### config.mk
export PLATFORM = sky130hd
export DESIGN_NAME = spdif_sample_fmt
export DESIGN_NICKNAME = d
export VERILOG_FILES = /design/src/rtl/spdif_fmt_pkg.sv /design/src/rtl/sf_accept.sv /design/src/rtl/sf_shaper.sv /design/src/rtl/sf_holdreg.sv /design/src/rtl/spdif_sample_fmt.sv
export SDC_FILE = /design/constraint.sdc
export NUM_CORES = 1
export LEC_CHECK = 0
export BUFFER_PORTS_ARGS = -buffer_cell sky130_fd_sc_hd__buf_2
export CORE_UTILIZATION = 51
export DETAILED_ROUTE_END_ITERATION = 8
export PLACE_DENSITY = 0.84
export SYNTH_ARGS = -nofsm -noshare
export SYNTH_HDL_FRONTEND = slang
export SYNTH_SLANG_ARGS = --single-unit
export TNS_END_PERCENT = 20
### constraint.sdc
create_clock -name clk -period 1.9 [get_ports clk]
set_input_delay 0.285 -clock clk [delete_from_list [all_inputs] [get_ports clk]]
set_output_delay 0.285 -clock clk [all_outputs]
set_load 0.005 [all_outputs]
### src/rtl/spdif_fmt_pkg.sv
package spdif_fmt_pkg;
  localparam int AUDIO_W = 24;
  localparam int HOLD_W  = 32;
  localparam int HALF_W  = HOLD_W / 2;

  typedef struct packed {
    logic       drop_blk;
    logic       pack_en;
    logic [1:0] width_code;
    logic       skip_par;
    logic       big_end;
    logic       drop_inval;
    logic       rx_on;
  } mode_t;

  // odd result means a parity mismatch
  function automatic logic parity_odd(input logic [AUDIO_W-1:0] audio,
                                      input logic v, input logic u,
                                      input logic c, input logic p);
    return ^{audio, v, u, c, p};
  endfunction

  // right-justify the selected top bits of the audio word
  function automatic logic [AUDIO_W-1:0] fmt_align(input logic [AUDIO_W-1:0] audio,
                                                   input logic [1:0] code);
    logic [AUDIO_W-1:0] r;
    case (code)
      2'd0:    r = audio;
      2'd1:    r = {4'b0, audio[AUDIO_W-1:4]};
      default: r = {8'b0, audio[AUDIO_W-1:8]};
    endcase
    return r;
  endfunction

  // byte order within the occupied bytes
  function automatic logic [HOLD_W-1:0] fmt_order(input logic [AUDIO_W-1:0] s,
                                                  input logic [1:0] code,
                                                  input logic big);
    logic [HOLD_W-1:0] r;
    if (!big)          r = {8'b0, s};
    else if (code[1])  r = {16'b0, s[7:0], s[15:8]};
    else               r = {8'b0, s[7:0], s[15:8], s[23:16]};
    return r;
  endfunction
endpackage

### src/rtl/sf_accept.sv
module sf_accept
  import spdif_fmt_pkg::*;
(
  input  logic               clk,
  input  logic               rst_n,
  input  mode_t              mode,
  input  logic               sf_valid,
  input  logic [AUDIO_W-1:0] audio,
  input  logic               v,
  input  logic               u,
  input  logic               c,
  input  logic               p,
  input  logic               blk,
  output logic               take_o,
  output logic               par_bad_o
);
  logic odd;
  logic live;
  logic reject;

  always_comb begin
    odd       = parity_odd(audio, v, u, c, p);
    live      = sf_valid && mode.rx_on;
    par_bad_o = live && !mode.skip_par && odd;
    reject    = (mode.drop_inval && v) || (mode.drop_blk && blk) || par_bad_o;
    take_o    = live && !reject;
  end

  // a flagged parity error never coincides with an accepted sample
  p_par_excl_r3: assert property (@(posedge clk) disable iff (!rst_n)
    par_bad_o |-> !take_o);
  // a marked block start under drop mode is not taken
  p_blk_drop_r7: assert property (@(posedge clk) disable iff (!rst_n)
    (sf_valid && mode.drop_blk && blk) |-> !take_o);
endmodule

### src/rtl/sf_shaper.sv
module sf_shaper
  import spdif_fmt_pkg::*;
(
  input  logic               clk,
  input  logic               rst_n,
  input  logic               clr,
  input  mode_t              mode,
  input  logic               take,
  input  logic [AUDIO_W-1:0] audio,
  output logic               load_o,
  output logic [HOLD_W-1:0]  word_o
);
  logic              half_q;
  logic [HALF_W-1:0] low_q;
  logic              pack_active;
  logic [HOLD_W-1:0] fmt;

  always_comb begin
    pack_active = mode.pack_en && mode.width_code[1];
    fmt         = fmt_order(fmt_align(audio, mode.width_code), mode.width_code, mode.big_end);
    load_o      = take && !clr && (!pack_active || half_q);
    word_o      = pack_active ? {fmt[HALF_W-1:0], low_q} : fmt;
  end

  always_ff @(posedge clk or negedge rst_n) begin
    if (!rst_n) begin
      half_q <= 1'b0;
      low_q  <= '0;
    end else if (clr || !pack_active) begin
      half_q <= 1'b0;
    end else if (take) begin
      half_q <= !half_q;
      if (!half_q) low_q <= fmt[HALF_W-1:0];
    end
  end

  // first half of a packed pair is held back, not loaded
  p_pack_first_r6: assert property (@(posedge clk) disable iff (!rst_n)
    (take && pack_active && !half_q && !clr) |=> (half_q && !load_o));
  // clearing drops any pending half
  p_clr_half_r11: assert property (@(posedge clk) disable iff (!rst_n)
    clr |=> !half_q);
endmodule

### src/rtl/sf_holdreg.sv
module sf_holdreg
  import spdif_fmt_pkg::*;
(
  input  logic              clk,
  input  logic              rst_n,
  input  logic              clr,
  input  logic              load,
  input  logic [HOLD_W-1:0] word,
  input  logic              par_bad,
  input  logic              hold_rd,
  input  logic              stat_rd,
  output logic [HOLD_W-1:0] hold_o,
  output logic              ready_o,
  output logic              overrun_o,
  output logic              par_err_o
);
  logic overrun_ev;

  assign overrun_ev = load && ready_o && !hold_rd;

  always_ff @(posedge clk or negedge rst_n) begin
    if (!rst_n) begin
      hold_o    <= '0;
      ready_o   <= 1'b0;
      overrun_o <= 1'b0;
      par_err_o <= 1'b0;
    end else if (clr) begin
      hold_o    <= '0;
      ready_o   <= 1'b0;
      overrun_o <= 1'b0;
      par_err_o <= 1'b0;
    end else begin
      if (load) hold_o <= word;
      ready_o   <= load || (ready_o && !hold_rd);
      overrun_o <= overrun_ev || (overrun_o && !stat_rd);
      par_err_o <= par_bad || (par_err_o && !stat_rd);
    end
  end

  p_ready_set_r8: assert property (@(posedge clk) disable iff (!rst_n)
    (load && !clr) |=> ready_o);
  p_ready_clr_r8: assert property (@(posedge clk) disable iff (!rst_n)
    (hold_rd && !load && !clr) |=> !ready_o);
  p_overrun_r9: assert property (@(posedge clk) disable iff (!rst_n)
    (load && ready_o && !hold_rd && !clr) |=> overrun_o);
  p_perr_hold_r10: assert property (@(posedge clk) disable iff (!rst_n)
    (par_err_o && !stat_rd && !clr) |=> par_err_o);
  p_swrst_r11: assert property (@(posedge clk) disable iff (!rst_n)
    clr |=> (!ready_o && !overrun_o && !par_err_o && hold_o == '0));
endmodule

### src/rtl/spdif_sample_fmt.sv
module spdif_sample_fmt
  import spdif_fmt_pkg::*;
(
  input  logic               clk,
  input  logic               rst_n,
  input  logic [7:0]         mode_i,
  input  logic               soft_rst_i,
  input  logic               sf_valid_i,
  input  logic [AUDIO_W-1:0] sf_audio_i,
  input  logic               sf_v_i,
  input  logic               sf_u_i,
  input  logic               sf_c_i,
  input  logic               sf_p_i,
  input  logic               sf_blk_i,
  input  logic               hold_rd_i,
  input  logic               stat_rd_i,
  output logic [HOLD_W-1:0]  hold_data_o,
  output logic               ready_o,
  output logic               overrun_o,
  output logic               par_err_o
);
  mode_t             mode;
  logic              take_ev;
  logic              par_bad_ev;
  logic              load_ev;
  logic              shape_clr;
  logic [HOLD_W-1:0] shaped_word;

  assign mode      = mode_t'(mode_i);
  assign shape_clr = soft_rst_i || !mode.rx_on;

  sf_accept u_accept (
    .clk(clk), .rst_n(rst_n), .mode(mode), .sf_valid(sf_valid_i),
    .audio(sf_audio_i), .v(sf_v_i), .u(sf_u_i), .c(sf_c_i), .p(sf_p_i),
    .blk(sf_blk_i), .take_o(take_ev), .par_bad_o(par_bad_ev)
  );

  sf_shaper u_shaper (
    .clk(clk), .rst_n(rst_n), .clr(shape_clr), .mode(mode), .take(take_ev),
    .audio(sf_audio_i), .load_o(load_ev), .word_o(shaped_word)
  );

  sf_holdreg u_hold (
    .clk(clk), .rst_n(rst_n), .clr(soft_rst_i), .load(load_ev),
    .word(shaped_word), .par_bad(par_bad_ev), .hold_rd(hold_rd_i),
    .stat_rd(stat_rd_i), .hold_o(hold_data_o), .ready_o(ready_o),
    .overrun_o(overrun_o), .par_err_o(par_err_o)
  );

  // a receiver that is off raises nothing
  p_off_quiet_r1: assert property (@(posedge clk) disable iff (!rst_n)
    (!mode.rx_on && !soft_rst_i) |=> (!$rose(ready_o) && !$rose(overrun_o) && !$rose(par_err_o)));
  // an invalid-marked subframe under discard mode leaves the holding word alone
  p_inval_drop_r2: assert property (@(posedge clk) disable iff (!rst_n)
    (sf_valid_i && mode.drop_inval && sf_v_i && !soft_rst_i) |=> $stable(hold_data_o));
endmodule

Word-level counts from Yosys, hierarchy flattened
Cells that the tools add are included.
{"block": "totals", "ff_bits": 52, "inputBits": 43}
{"block": "op_classes", "eq_ne": 1, "muxes": 11, "n_bitwise": 2, "n_reduce_logical": 35}
{"operator": "two-way mux 32 bit", "n": 4}
{"operator": "case mux 24 bit (2 select lines)", "n": 1}
{"operator": "parity 28 bit", "n": 1}
{"operator": "two-way mux 24 bit", "n": 1}
{"operator": "logical AND 1 bit", "n": 14}
{"operator": "zero test 1 bit", "n": 8}
{"operator": "logical OR 1 bit", "n": 8}
{"operator": "two-way mux 1 bit", "n": 5}
{"operator": "nonzero test 2 bit", "n": 2}
{"operator": "AND reduction 3 bit", "n": 1}
{"operator": "== test 2 x 1 -> 1 bit, second input constant", "n": 1}
{"operator": "zero test 2 bit", "n": 1}
{"operator": "inverter 1 bit", "n": 2}

Logic depth before layout (Yosys ltp)
Gate-level depths: netlist (run 1).
{"block": "depth", "word_depth": 12, "mapped_depth": 8}

Modules after synthesis
A second synthesis (run 1) with hierarchy kept.
{"block": "hier_totals", "cells_unflattened": 375, "area_unflattened_um2": 3672.3}
{"mod": "sf_shaper", "n_inst": 1, "cells_each": 230, "area_per_inst_um2": 1904.3, "seq_area_each_um2": 425.4}
{"mod": "sf_holdreg", "n_inst": 1, "cells_each": 115, "area_per_inst_um2": 1482.7, "seq_area_each_um2": 875.8}
{"mod": "sf_accept", "n_inst": 1, "cells_each": 29, "area_per_inst_um2": 279.0, "seq_area_each_um2": 0.0}
{"mod": "spdif_sample_fmt", "n_inst": 1, "cells_each": 1, "area_per_inst_um2": 6.3, "seq_area_each_um2": 0.0}

Least setup slack after synthesis (run 1)
No wires, ideal clock.
{"block": "synth_timing", "path_type": "input port to flip-flop", "startpoint": "input port sf_audio_i[22]", "endpoint": "register u_shaper.low_q[10]", "setup_ps": 125, "arrival_ps": 2098, "required_ps": 1775, "slack_ps": -323, "cell_stages": 8, "path_cell_list": "buf_2 > xnor2_1 > xnor2_1 > xnor2_1 > xnor3_2 > o21ai_4 > buf_12 > mux2_4"}
{"block": "synth_between", "elab_chain_cells": 6}
{"element": "from (decl)", "line": "spdif_sample_fmt.sv:9", "text": "input logic [AUDIO_W-1:0] sf_audio_i,"}
{"element": "parity 28 bit", "line": "spdif_fmt_pkg.sv:20", "text": "return ^{audio, v, u, c, p};"}
{"element": "logical AND 1 bit", "line": "sf_accept.sv:24", "text": "par_bad_o = live && !mode.skip_par && odd;"}
{"element": "logical OR 1 bit", "line": "sf_accept.sv:25", "text": "reject = (mode.drop_inval && v) || (mode.drop_blk && blk) || par_bad_o;"}
{"element": "zero test 1 bit", "line": "sf_accept.sv:26", "text": "take_o = live && !reject;"}
{"element": "logical AND 1 bit", "line": "sf_accept.sv:26"}
{"element": "AND reduction 3 bit (no source line)"}
{"element": "to (signal assigned)", "line": "sf_shaper.sv:33", "text": "if (!half_q) low_q <= fmt[HALF_W-1:0];"}
{"element": "to (decl)", "line": "sf_shaper.sv:14", "text": "logic [HALF_W-1:0] low_q;"}
Every way passes these cells.
A chain may end at the register's enable or synchronous reset.

Worst setup path after layout (run 1)
{"block": "layout_timing", "startpoint": "input port sf_audio_i[18]", "endpoint": "register u_shaper.half_q"}
{"block": "layout_between", "elab_chain_cells": 6}
{"element": "parity 28 bit", "line": "spdif_fmt_pkg.sv:20"}
{"element": "logical AND 1 bit", "line": "sf_accept.sv:24"}
{"element": "logical OR 1 bit", "line": "sf_accept.sv:25"}
{"element": "zero test 1 bit", "line": "sf_accept.sv:26"}
{"element": "logical AND 1 bit", "line": "sf_accept.sv:26"}
{"element": "nonzero test 2 bit (no source line)"}
{"element": "to (signal assigned)", "line": "sf_shaper.sv:32", "text": "half_q <= !half_q;"}
{"element": "to (decl)", "line": "sf_shaper.sv:13", "text": "logic half_q;"}
Every way passes these cells.

==> results by group, run 1 <==
Critical path
  – Worst R2R Setup Slack: 490 ps
  – Worst-path cell chain: buf_2 > xnor2_2 > xnor2_2 > xnor2_2 > xnor3_2 > buf_4 > or2_2 > a22o_1
  – CP startpoint kind: input pin
  – Crit-path slowest cell: xnor3_2
  – Data arrival, critical path: 2150 ps
  – Reg2reg path depth: 5
  – CP startpoint: sf_audio_i[18]
  – Worst r2r dst: u_shaper.low_q[9]
  – CP dominant cell by count: xnor2_2
  – CP Capture Type: flip-flop
  – WP data required: 2110 ps
  – CP max stage delay: 510 ps
  – Worst Setup Path Type: in -> reg
  – Reg2Reg Launch Point: u_shaper.half_q
  – Worst-path fanout max: 3

Global route
  – Grt met3 use: 0.0331
  – GRT met1 Usage: 0.343
  – Initial antenna violation count: 0
  – Largest net degree at the start of global routing: 45
  – Vias in the first global route: 2,983
  – Busiest grt layer: met2
  – Grt ovf: 0
  – First-pass GRT wire length: 14,800 um
  – GRT Total Usage: 0.262
  – Grt met2 use: 0.453

Placed design
  – GPL Wtd Cong: 0.866
  – PortBufs: 77
  – Pre-CTS worst setup slack: -438 ps
  – Hpwl dp: 6460 um
  – Placed Cells incl. Taps: 520

Routing
  – First-pass iteration count of the detailed router: 5
  – DRC violations left: 0
  – Detailed Route WL: 9030 um
  – Vias per cell: 5.70
  – Routed len/inst: 17.0 um
  – Via count: 3,034
  – Antenna-violating nets left: 0
  – Starting DRT DRC Count: 152

Timing
  – Slew Viols, Final: 0
  – Final setup margin: -33.9 ps
  – Fin crit share: 1.02
  – Worst-margin pin slew: 506 ps
  – Fmax: 0.517 GHz
  – Final-report hold violation count: 0
  – Final setup fails: 8
  – Worst rel slew slack: 0.663
  – Fin Clk Skew: 10.0 ps
  – Min Hold Slack: 238 ps
  – RSZ-0062 raised after global routing: yes
  – Post-route minimum period: 1930 ps

Yosys
  – Sequential element share of the synthesized area: 0.369
  – Synth top area cells: dfrtp_1 (37%), mux2i_1 (18%), mux2_2 (5.8%)
  – Number of synthesized register bits: 52
  – Largest area contributor in the netlist: dfrtp_1
  – Synth Area per Inst: 10.2 um^2
  – Synth Cell Area: 3520 um^2
  – FFs w/ async S/R, synth: 1.00
  – Top-count cell post-synth: mux2i_1
  – Syn Inst Count: 347
  – Primary FF master, synth: dfrtp_1
  – Yosys warnings: 0
  – Post-synth top area share: 0.369
  – Distinct cells, synth: 34
  – Number of synthesized flops with an enable pin: 0
  – Synth top cells by count: mux2i_1 (63), dfrtp_1 (52), nand2b_1 (32)
  – Syn nets: 390

Layout
  – Layout Cells excl Fill: 532
  – Finished Core Util: 0.705
  – Area of the multi-input gates: 2220 um^2
  – Layout filler cell count: 488
  – Register area: 1300 um^2
  – NumNets Final: 497
  – Share of cells above drive strength 1: 0.380
  – Area grow syn2layout: 30.0%
  – Ant. Diodes: 0

Pwr
  – Seq pwr share: 0.433
  – Clock Power Share: 0.235
  – PD cells: 627 nW/um^2
  – Internal power: 0.00196 W
  – LEAKAGE: 2.55 nW
  – Peak supply drop: 0.000461 V
  – Net Switching: 0.000914 W
  – Combinational power share: 0.332
  – Sw frac: 0.318

CTS
  – # clock sinks: 52
  – Worst skew pair latency: 320 ps
  – TritonCTS clock tree: yes
  – CTS buffer count: 5
  – Clk pin slew, worst setup/hold paths: 100 ps
  – H-tree Lvls: 2
  – Clock Tree Buf Depth: 2
  – Clock Root Buffer: clkbuf_8

Outcome
  – Outcome: finished, violations left
  – Failing checks: negative setup slack

Floorplan
  – Initial Utilization: 0.543
  – Die width: 85.1 um
  – # IOs: 78
  – Die Area: 7250 um^2
  – Die H: 85.1 um
  – Core box area: 6490 um^2
  – Cell Rows: 29

Min path
  – Hold crit path type: in -> reg
  – Hold Startpoint: stat_rd_i
  – Worst Hold Path EP: u_hold.par_err_o
  – Hold Path Depth: 3

Flow run
  – Max cap viols: 0
-- worst max-delay path by stage --
stage,slack [ps],depth (start not counted),end
after CTS,-40,9,u_hold.hold_o[24]
after global placement,-430,8,u_shaper.low_q[6]
after floorplan,-240,8,u_shaper.low_q[10]
after detailed placement,-440,8,u_shaper.low_q[14]
after global routing,-50,9,u_hold.hold_o[24]
final,-30,8,u_shaper.half_q
-- state kept, by name, summed over array words and instances (netlist names) --
register and flops:
u_hold.par_err_o 1, u_hold.ready_o 1, u_hold.overrun_o 1, u_shaper.half_q 1, u_shaper.low_q 16, u_hold.hold_o 32
-- logic make-up (layout without fill, tap and decap cells) --
kind of cell    count (synthesis)  in the layout  share of synthesized area
compound gates                 55             55                      0.112
xor+xnor                       25             25                     0.0724
buf+inv                        30            138                     0.0433
flops                          52             52                      0.369
mux                            87             87                      0.262
simple gates                   98             98                      0.141
-- critical path: cells and delay by family --
kind | cells | cell delay, ps
AO/OA/AOI/OAI | 1 | 220
XOR/XNOR | 4 | 1050
buffers and inverters | 2 | 290
AND/OR/NAND/NOR | 1 | 310
-- final cells by class --
class | count | area share
clock buffer | 5 | 0.0150
clock inverter | 3 | 0.00573
inverter | 6 | 0.00492
multi-input combinational | 265 | 0.485
sequential | 52 | 0.284
tap | 77 | 0.0210
timing repair buffer | 124 | 0.185
-- power by group through the flow --
stage	combinational, W	sequential, W	clock (W)
finish	0.000953	0.00124	0.000676
global route	0.00102	0.00125	0.000733
CTS	0.000921	0.00124	0.000690
detailed placement	0.000869	0.00126	0
global placement	0.000837	0.00125	0
floorplan	0.000554	0.00124	0
-- per-layer routing --
metal	routed length (um)	up-vias
met5	0	-
met4	170	0
met3	545	15
met2	4450	117
met1	3860	1490
li1	-	1412
-- repair_timing --
| item | 4_1_cts | 5_1_grt |
|---|---|---|
| resized for setup | 21 | 12 |
| gates cloned | 0 | 1 |
| endpoints found under the setup margin | 49 | 51 |
| hold endpoints to repair | 20 | 0 |
| pin swaps | 1 | 2 |
| setup buffers | 2 | 0 |
| hold buffers | 1 | 0 |
-- per-stage QoR --
step / setup TNS [ps] / total power (W) / cell area, um^2
4_1_cts: -360 / 0.00285 / 4480
3_5_place_dp: -20530 / 0.00213 / 4240
2_1_floorplan: -6320 / 0.00180 / 3540
5_1_grt: -1420 / 0.00300 / 4580
6_report: -68.8 / 0.00287 / 4580
3_3_place_gp: -20110 / 0.00209 / 4240
-- cells in the final DEF, fill, tap and decap left out, types with 10 or more instances in the layout --
cell      netlist  final
buf_2           1     72
mux2i_1        63     61
dfrtp_1        52     52
buf_4           0     40
nand2b_1       32     32
nor2_1         27     27
nand2_1        19     19
a211oi_1       18     18
nor2b_1        15     15
mux2_4          6     13
mux2_2         18     11
xnor2_1        20     10
No activity file was read; power rests on OpenSTA's default activity.
==> run 2: changes to the inputs <==
--- a/config.mk
+++ b/config.mk
@@ -5,10 +5,13 @@
 export SDC_FILE = /design/constraint.sdc
 export NUM_CORES = 1
 export LEC_CHECK = 0
-export BUFFER_PORTS_ARGS = -buffer_cell sky130_fd_sc_hd__buf_2
-export CORE_UTILIZATION = 51
+export CELL_PAD_IN_SITES_DETAIL_PLACEMENT = 2
+export CELL_PAD_IN_SITES_GLOBAL_PLACEMENT = 2
+export CORE_ASPECT_RATIO = 1.5
+export CORE_UTILIZATION = 40
 export DETAILED_ROUTE_END_ITERATION = 8
-export PLACE_DENSITY = 0.84
+export DONT_BUFFER_PORTS = 1
+export PLACE_DENSITY = 0.88
 export SYNTH_ARGS = -nofsm -noshare
 export SYNTH_HDL_FRONTEND = slang
 export SYNTH_SLANG_ARGS = --single-unit
==> run 2 against run 1 <==
Against the previous run:
- the run now ends clean
- clock-buffer cell count did not move
- register-to-register slack got worse by 210 ps
- final area fell by 16%
- combinational power fell by 22%
- clock skew fell by 1.2 ps
- first-iteration DRC count fell by 51%
- wire length rose by 15%
- via count fell by 15%
- fmax rose by 4.7%
- non-clock buffer count fell by 111
- final cell count fell by 16%
==> results by group, run 2 (same netlist as run 1, synthesis figures left out) <==
Outcome
  – Outcome: complete, no violations

Pwr
  – Combinational power share: 0.259
  – Seq pwr share: 0.438
  – LEAKAGE: 1.96 nW
  – Peak supply drop: 0.000701 V
  – Net Switching: 0.000809 W
  – Clock Power Share: 0.303
  – PD cells: 739 nW/um^2
  – Total power: 0.00285 W
  – Sw frac: 0.284
  – Internal power: 0.00204 W

Timing
  – Fin Clk Skew: 8.86 ps
  – Worst rel slew slack: 0.581
  – Final setup fails: 0
  – Worst-margin pin slew: 628 ps
  – Fin crit share: 0.972
  – Final-report hold violation count: 0
  – Fmax: 0.542 GHz
  – Slew Viols, Final: 0
  – RSZ-0062 raised after global routing: yes
  – Sum Neg Setup Slack: 0 ps
  – Min Hold Slack: 43.0 ps
  – Post-route minimum period: 1850 ps

CTS
  – Clk pin slew, worst setup/hold paths: 70 ps
  – CTS buffer count: 5
  – Clock Root Buffer: clkbuf_16
  – Clock Tree Buf Depth: 2
  – # clock sinks: 52
  – Worst skew pair latency: 300 ps
  – TritonCTS clock tree: yes
  – H-tree Lvls: 2

Global route
  – Largest net degree at the start of global routing: 53
  – GRT Total Usage: 0.235
  – Vias in the first global route: 2,939
  – Grt ovf: 0
  – Initial antenna violation count: 0
  – First-pass GRT wire length: 16,000 um

Critical path
  – Reg2reg path depth: 4
  – CP dominant cell by count: xnor2_1
  – Worst-path fanout max: 14
  – Reg2Reg Launch Point: u_shaper.half_q
  – CP startpoint kind: input pin
  – Crit-path slowest cell: xnor3_2
  – Worst Setup Path Type: in -> reg
  – Data arrival, critical path: 2030 ps
  – WP data required: 2090 ps
  – CP Capture Type: flip-flop
  – Crit path max-delay family: XOR/XNOR gates
  – Worst-path cell chain: xor2_1 > xnor2_1 > xnor2_1 > xnor3_2 > o21ai_4 > buf_12 > mux2_2
  – Worst r2r dst: u_shaper.low_q[14]
  – Worst Path Buf+Inv: 1
  – CP max stage delay: 510 ps
  – Worst R2R Setup Slack: 280 ps

Floorplan
  – Die Area: 9200 um^2
  – Core box area: 8460 um^2
  – Die width: 78.6 um
  – Initial Utilization: 0.416
  – # IOs: 78
  – Cell Rows: 41
  – Die H: 117 um

Layout
  – Area grow syn2layout: 9.41%
  – Layout filler cell count: 903
  – Top flop regs: u_hold.hold_o (32), u_shaper.low_q (16)
  – Most frequent cells in the layout: mux2i_1 (62), dfrtp_1 (52), nand2b_1 (32), nor2_1 (27), nand2_1 (19)
  – Largest Register: u_hold.hold_o
  – Most common library cell in the layout ignoring fill and taps: mux2i_1
  – Max reg flops: 32
  – Ant. Diodes: 0
  – Share of cells above drive strength 1: 0.147
  – NumNets Final: 386

Flow run
  – Max cap viols: 0

Placed design
  – GPL Wtd Cong: 0.844
  – PortBufs: 0
  – Hpwl dp: 7530 um

Routing
  – Routed len/inst: 23.1 um
  – Detailed Route WL: 10,300 um
  – Via count: 2,583
  – DRC violations left: 0
  – Antenna-violating nets left: 0
  – First-pass iteration count of the detailed router: 4
  – Starting DRT DRC Count: 74
  – Vias per cell: 5.77

Min path
  – Hold Path Depth: 1
  – Worst Hold Path EP: u_hold.par_err_o
  – Hold Startpoint: soft_rst_i
  – Hold crit path type: in -> reg
-- run 2: timing repair --
action	CTS	global route
pin swaps	1	1
hold buffers	2	0
hold endpoints to repair	52	0
endpoints found under the setup margin	1	34
gates resized for setup	2	6
setup buffers	0	2
-- run 2: cell type report --
type	count	area (um^2)	area share
sequential	52	1300	0.337
timing repair buffer	13	165	0.0428
clock buffer	5	125	0.0324
tap	107	134	0.0347
multi-input combinational	265	2110	0.547
inverter	6	22.5	0.00584
-- run 2: stage by stage --
stage / std cells / utilization / worst slack [ps] / cell area [um^2]
2_1_floorplan: 347 / - / -241 / 3540
3_3_place_gp: 439 / 0.430 / -221 / 3640
3_5_place_dp: 439 / 0.430 / -301 / 3640
4_1_cts: 446 / 0.450 / 20.9 / 3810
5_1_grt: 448 / 0.456 / -6.95 / 3860
6_report: 448 / 0.456 / 53.4 / 3860
-- run 2: routing by layer --
| metal | routed length, um | global-route usage | up-vias |
|---|---|---|---|
| li1 | - | - | 1190 |
| met1 | 4140 | 0.256 | 1313 |
| met2 | 5590 | 0.447 | 67 |
| met3 | 401 | 0.0457 | 13 |
| met4 | 217 | 0.0852 | 0 |
| met5 | 0 | 0 | - |
-- run 2: worst max path at each step --
stage | startpoint | to | slack (ps) | cells past startpoint
3_5_place_dp | sf_audio_i[21] | u_shaper.low_q[14] | -300 | 7
5_1_grt | sf_audio_i[21] | u_shaper.low_q[15] | -7 | 7
3_3_place_gp | sf_audio_i[21] | u_hold.hold_o[22] | -220 | 7
4_1_cts | sf_audio_i[21] | u_hold.hold_o[12] | 20 | 8
6_report | sf_audio_i[21] | u_shaper.low_q[15] | 50 | 7
2_1_floorplan | sf_audio_i[22] | u_shaper.low_q[10] | -240 | 8
-- run 2: power by group through the flow --
stage | clock network (W) | logic, W | registers [W]
floorplan | 0 | 0.000554 | 0.00124
global placement | 0 | 0.000656 | 0.00125
detailed placement | 0 | 0.000685 | 0.00126
CTS | 0.000880 | 0.000726 | 0.00125
global route | 0.000905 | 0.000791 | 0.00126
finish | 0.000864 | 0.000739 | 0.00125
-- run 2: worst reg2reg max path: stages, from the launching register on --
cell     delay (ps)
dfrtp_1         400
nor3_1          470
o21ai_4         130
buf_12          190
mux2_4          310
